--- src/rtl/sram_seq.sv ---
`timescale 1ns/1ps
module sram_seq #(
  parameter int AW = 8,
  parameter int DW = 8,
  parameter int CW = 4
) (
  input  logic          clk,
  input  logic          rst,
  input  logic          req_valid,
  output logic          req_ready,
  input  logic          req_write,
  input  logic [AW-1:0] req_addr,
  input  logic [DW-1:0] req_wdata,
  input  logic [CW-1:0] cfg_setup,
  input  logic [CW-1:0] cfg_acc_addr,
  input  logic [CW-1:0] cfg_acc_cs,
  input  logic [CW-1:0] cfg_acc_oe,
  input  logic [CW-1:0] cfg_release,
  input  logic [CW-1:0] cfg_we_width,
  input  logic [CW-1:0] cfg_data_setup,
  input  logic [CW-1:0] cfg_data_hold,
  input  logic [CW-1:0] cfg_cycle_min,
  output logic          done,
  output logic [DW-1:0] rdata,
  output logic [AW-1:0] sram_addr,
  output logic [DW-1:0] sram_dout,
  input  logic [DW-1:0] sram_din,
  output logic          sram_dout_en,
  output logic          sram_cs_n,
  output logic          sram_oe_n,
  output logic          sram_we_n
);
  localparam int TW = CW + 2;
  typedef logic [TW-1:0] tick_t;
  localparam tick_t ONE = tick_t'(1);

  function automatic tick_t at_least1(input logic [CW-1:0] v);
    return (v == '0) ? ONE : tick_t'(v);
  endfunction

  function automatic tick_t tmax(input tick_t a, input tick_t b);
    return (a > b) ? a : b;
  endfunction

  logic  busy, wr;
  tick_t tot, cs_on, st_on, off, d_on, d_off, fin;

  tick_t s_n, aa_n, acs_n, aoe_n, rel_n, wew_n, ds_n, hd_n, cm_n;
  tick_t k_rd, k_wr, aa_rem;
  tick_t mk_cs_on, mk_st_on, mk_off, mk_d_on, mk_d_off, mk_fin;

  always_comb begin
    s_n   = at_least1(cfg_setup);
    aa_n  = at_least1(cfg_acc_addr);
    acs_n = at_least1(cfg_acc_cs);
    aoe_n = at_least1(cfg_acc_oe);
    rel_n = at_least1(cfg_release);
    wew_n = at_least1(cfg_we_width);
    ds_n  = at_least1(cfg_data_setup);
    hd_n  = at_least1(cfg_data_hold);
    cm_n  = at_least1(cfg_cycle_min);
    aa_rem = (aa_n > s_n + ONE) ? aa_n - s_n - ONE : '0;
    k_rd   = tmax(tmax(aoe_n, acs_n - ONE), aa_rem);
    k_wr   = tmax(wew_n, ds_n);
    if (req_write) begin
      mk_cs_on = '0;
      mk_st_on = s_n;
      mk_off   = s_n + k_wr;
      mk_d_on  = mk_off - ds_n;
      mk_d_off = mk_off + hd_n;
      mk_fin   = tmax(mk_d_off, cm_n);
    end else begin
      mk_cs_on = s_n;
      mk_st_on = s_n + ONE;
      mk_off   = s_n + ONE + k_rd;
      mk_d_on  = '0;
      mk_d_off = '0;
      mk_fin   = tmax(mk_off + rel_n, cm_n);
    end
  end

  wire   accept  = req_valid && !busy;
  wire   wr_nx   = accept ? req_write : wr;
  wire   tick_t tot_nx  = accept ? '0 : tot + ONE;
  wire   live_nx = accept || (busy && tot_nx < fin);
  wire   tick_t c_cs_on = accept ? mk_cs_on : cs_on;
  wire   tick_t c_st_on = accept ? mk_st_on : st_on;
  wire   tick_t c_off   = accept ? mk_off   : off;
  wire   tick_t c_d_on  = accept ? mk_d_on  : d_on;
  wire   tick_t c_d_off = accept ? mk_d_off : d_off;
  wire   strobe_nx = live_nx && tot_nx >= c_st_on && tot_nx < c_off;

  assign req_ready = !busy;

  always_ff @(posedge clk) begin
    if (rst) begin
      busy <= 1'b0;  wr <= 1'b0;  tot <= '0;
      cs_on <= '0;  st_on <= '0;  off <= '0;
      d_on <= '0;  d_off <= '0;  fin <= '0;
      done <= 1'b0;  rdata <= '0;
      sram_addr <= '0;  sram_dout <= '0;  sram_dout_en <= 1'b0;
      sram_cs_n <= 1'b1;  sram_oe_n <= 1'b1;  sram_we_n <= 1'b1;
    end else begin
      busy <= live_nx;
      tot  <= live_nx ? tot_nx : '0;
      done <= busy && (tot + ONE == fin);
      if (accept) begin
        wr <= req_write;
        cs_on <= mk_cs_on;  st_on <= mk_st_on;  off <= mk_off;
        d_on <= mk_d_on;  d_off <= mk_d_off;  fin <= mk_fin;
        sram_addr <= req_addr;
        sram_dout <= req_wdata;
      end
      if (busy && !wr && tot_nx == off) rdata <= sram_din;
      sram_cs_n    <= !(live_nx && tot_nx >= c_cs_on && tot_nx < c_off);
      sram_oe_n    <= !(strobe_nx && !wr_nx);
      sram_we_n    <= !(strobe_nx && wr_nx);
      sram_dout_en <= live_nx && wr_nx && tot_nx >= c_d_on && tot_nx < c_d_off;
    end
  end


  reset_idle_chk: assert property (@(posedge clk)
    rst |=> (sram_cs_n && sram_oe_n && sram_we_n && !sram_dout_en && !done));


  no_drive_clash_chk: assert property (@(posedge clk) disable iff (rst)
    !(sram_dout_en && !sram_oe_n));


  oe_after_cs_chk: assert property (@(posedge clk) disable iff (rst)
    $fell(sram_oe_n) |-> (!sram_cs_n && $past(!sram_cs_n)));


  we_under_cs_chk: assert property (@(posedge clk) disable iff (rst)
    !sram_we_n |-> !sram_cs_n);


  addr_stable_chk: assert property (@(posedge clk) disable iff (rst)
    (!sram_cs_n && $past(!sram_cs_n)) |-> $stable(sram_addr));


  done_pulse_chk: assert property (@(posedge clk) disable iff (rst)
    done |=> !done);
endmodule

--- config.mk ---
export PLATFORM = sky130hd
export DESIGN_NAME = sram_seq
export DESIGN_NICKNAME = d
export VERILOG_FILES = /design/src/rtl/sram_seq.sv
export SDC_FILE = /design/constraint.sdc
export NUM_CORES = 1
export LEC_CHECK = 0
export ABC_AREA = 0
export BUFFER_PORTS_ARGS = -buffer_cell sky130_fd_sc_hd__buf_2
export CORE_MARGIN = 2
export CORE_UTILIZATION = 41
export DETAILED_ROUTE_END_ITERATION = 10
export PLACE_DENSITY = 0.67
export SYNTH_ARGS = -nofsm -noshare
export SYNTH_HDL_FRONTEND = slang
export SYNTH_SLANG_ARGS = --single-unit
--- constraint.sdc ---
create_clock -name clk -period 7.9 [get_ports clk]
set_clock_uncertainty 0.05 [all_clocks]
set_input_delay 0.395 -clock clk [delete_from_list [all_inputs] [get_ports clk]]
set_output_delay 0.395 -clock clk [all_outputs]
set_load 0.01 [all_outputs]
==> flow_metrics.tcl <==
set metrics [dict create \
    cp.required_ps 8080 \
    clkTransAtPathRegs_ps 60 \
    holdWs_ps 239 \
    yosys.cell_types.count 72 \
    finalSetupTns_ps 0 \
    yosys_register_bits 73 \
    num_rows 43 \
    outcome "finished clean" \
    max-clock-path-buffers 2 \
    fp.dieArea_um2 15400 \
    antenna_found_initial 0 \
    grt_pass1_wl_um 23400 \
    cp_slowest_stage_delay_ps 540 \
    dpl_cell_area_um2 6440 \
    yosysSeqAreaShare_pct 24.8 \
    power_switching_uw 780 \
    maxSlewViolCount 0 \
    worst_ir_drop_vdd_v 0.000152 \
    crit_family "adder cells" \
    cts_buffers 9 \
    crit_path_start_kind "input pin" \
    root_buffer "clkbuf_16" \
    path_buf_inv 4 \
    layout-drive-gt1-share_pct 17.4 \
    crit_arrival_ps 6990 \
    setup_violations 0 \
    critPathSlowestCell "fa_1" \
    grt_pass1_vias 4933 \
    final_area_um2 6840 \
    comb_power_share_pct 52.3 \
    final_net_count 952 \
    postSynthCellCount 733 \
    power.leakage_nw 3.28 \
    synth.yosys.warnings 0 \
    fp.coreArea_um2 14000 \
    dp_hpwl_um 11100 \
    cp_max_fo 7 \
    critPathCaptureType "flip-flop" \
    wire_per_inst_um 14.6 \
    synth_nets 889 \
    start_util_pct 42.2 \
    drc 0 \
    tightestPinTransition_ps 790 \
    clkPwrFrac_pct 25.9 \
    avgSynthCellArea_um2 8.05 \
    seq_power_share_pct 21.7 \
    viasPerCell 5.36 \
    clk-insertion-delay-late_ps 330 \
    cts_setup_buffers 0 \
    synth-edff-count 0 \
    p_sw_share_pct 37.8 \
    drt_first_pass_iters 4 \
    fp.dieH_um 124 \
    detail-route-antenna-nets 0 \
    finalCriticalPeriod_ps 6800 \
    async_reset_ff_share_pct 0 \
    ios 94 \
    min_path_type "in2reg" \
    powerDensity_nw_per_um2 302 \
    cts-resized-gates 0 \
    path_class "in2reg" \
    grt_max_degree 67 \
    grt_use_total_pct 19.5 \
    ctsHoldBuffers 0 \
    drt-total-wl_um 14300 \
    gp_congestion 0.856 \
    dr_total_vias 5259 \
    tritoncts "yes" \
    max_cap_viol_count 0 \
    synth_top_flop_cell "dfxtp_1" \
    port-buffer-count 93 \
    rsz0062_at_grt "no" \
    power_mw 2.06 \
    hold_violations 0 \
    finish.utilization_pct 48.9 \
    layout_worst_path_cycle_share_pct 86.1 \
    maxSlewHeadroom_pct 46.8 \
    die_x_um 124 \
    area_growth_pct 15.9 \
    synth_area_um2 5900 \
    layout_common_cells "buf_2 (93), ha_1 (87), dfxtp_1 (73), nor2_1 (67), nand2_1 (67)" \
    drt_iter0_markers 278 \
    grt_overflow 0 \
    mostFrequentLayoutCell "buf_2" \
    p_int_mw 1.28 \
    diodes 0 \
    maxClockFrequency_mhz 147 \
    cpMostUsedCell "ha_1" \
    clock_sinks 73 \
    htreeDepth 3 \
]
[routing by layer]
| metal | up-vias | routed length, um | track usage [%] |
|---|---|---|---|
| li1 | 2705 | - | - |
| met1 | 2443 | 6740 | 25.2 |
| met2 | 98 | 6870 | 33.6 |
| met3 | 13 | 495 | 3.39 |
| met4 | 0 | 176 | 4.99 |
| met5 | - | 0 | 0 |
[worst min-delay path: stages]
cell and delay (ps):
buf_2 70, mux2i_1 50, nor2_1 70
[metrics by stage]
step	setup WS [ps]	instances
3_5_place_dp	792	965
2_1_floorplan	1010	733
6_report	1100	981
4_1_cts	1120	981
3_3_place_gp	930	965
5_1_grt	579	981
[final cells by class]
cell class | count | area [um2]
fill | 1374 | 7150
multi-input combinational | 569 | 4090
sequential | 73 | 1460
timing repair buffer | 97 | 495
clock buffer | 11 | 243
tap | 180 | 225
inverter | 46 | 173
clock inverter | 5 | 150
[worst paths after layout]
| path | slack [ps] | cells past startpoint | startpoint | to |
|---|---|---|---|---|
| max | 1100 | 30 | cfg_acc_cs[1] | fin[0] |
| min reg2reg | 390 | 2 | cs_on[5] | cs_on[5] |
| max reg2reg | 4120 | 11 | busy | sram_we_n |
| min | 240 | 3 | sram_din[7] | rdata[7] |
[synthesized netlist by cell type, drive strengths merged (6+ instances only)]
master / number / area, um2
o211ai: 7 / 57.6
nand2: 67 / 251
dfxtp: 73 / 1460
nand4: 9 / 56.3
o31ai: 7 / 52.6
nor2b: 16 / 100
o21ai: 25 / 129
xor2: 12 / 105
xnor2: 28 / 245
mux2i: 10 / 100
clkbuf: 39 / 146
a22oi: 6 / 45.0
nor2: 67 / 251
inv: 46 / 173
a21oi: 65 / 325
o21a: 10 / 75.1
a21o: 28 / 210
nand2b: 13 / 81.3
or3: 6 / 37.5
ha: 87 / 1090
nand3: 11 / 55.1
nor3: 23 / 115
[registers in the layout, summed over array words and instances (netlist names), 6 cells and up]
| register | flops |
|---|---|
| sram_addr | 8 |
| fin | 6 |
| d_on | 6 |
| d_off | 6 |
| cs_on | 6 |
| sram_dout | 8 |
| rdata | 8 |
| st_on | 6 |
| tot | 6 |
| off | 6 |
[kinds of logic after synthesis]
logic type	Yosys count	share of synthesized area (%)
adder cells (fa/ha/maj)	92	20.2
AND/OR/NAND/NOR	239	19.6
AO/OA/AOI/OAI	182	20.5
buffers and inverters	91	5.98
XOR/XNOR	41	6.34
flip-flops	73	24.8
multiplexers	15	2.65
[power by group through the flow]
stage | combinational (mW) | clock [mW] | sequential (mW)
after detailed placement | 1.07 | 0 | 0.457
after CTS | 1.09 | 0.546 | 0.449
after global routing | 1.23 | 0.563 | 0.454
after floorplan | 0.827 | 0 | 0.459
after global placement | 1.07 | 0 | 0.455
final | 1.08 | 0.535 | 0.449
No activity file was read; power rests on OpenSTA's default activity.
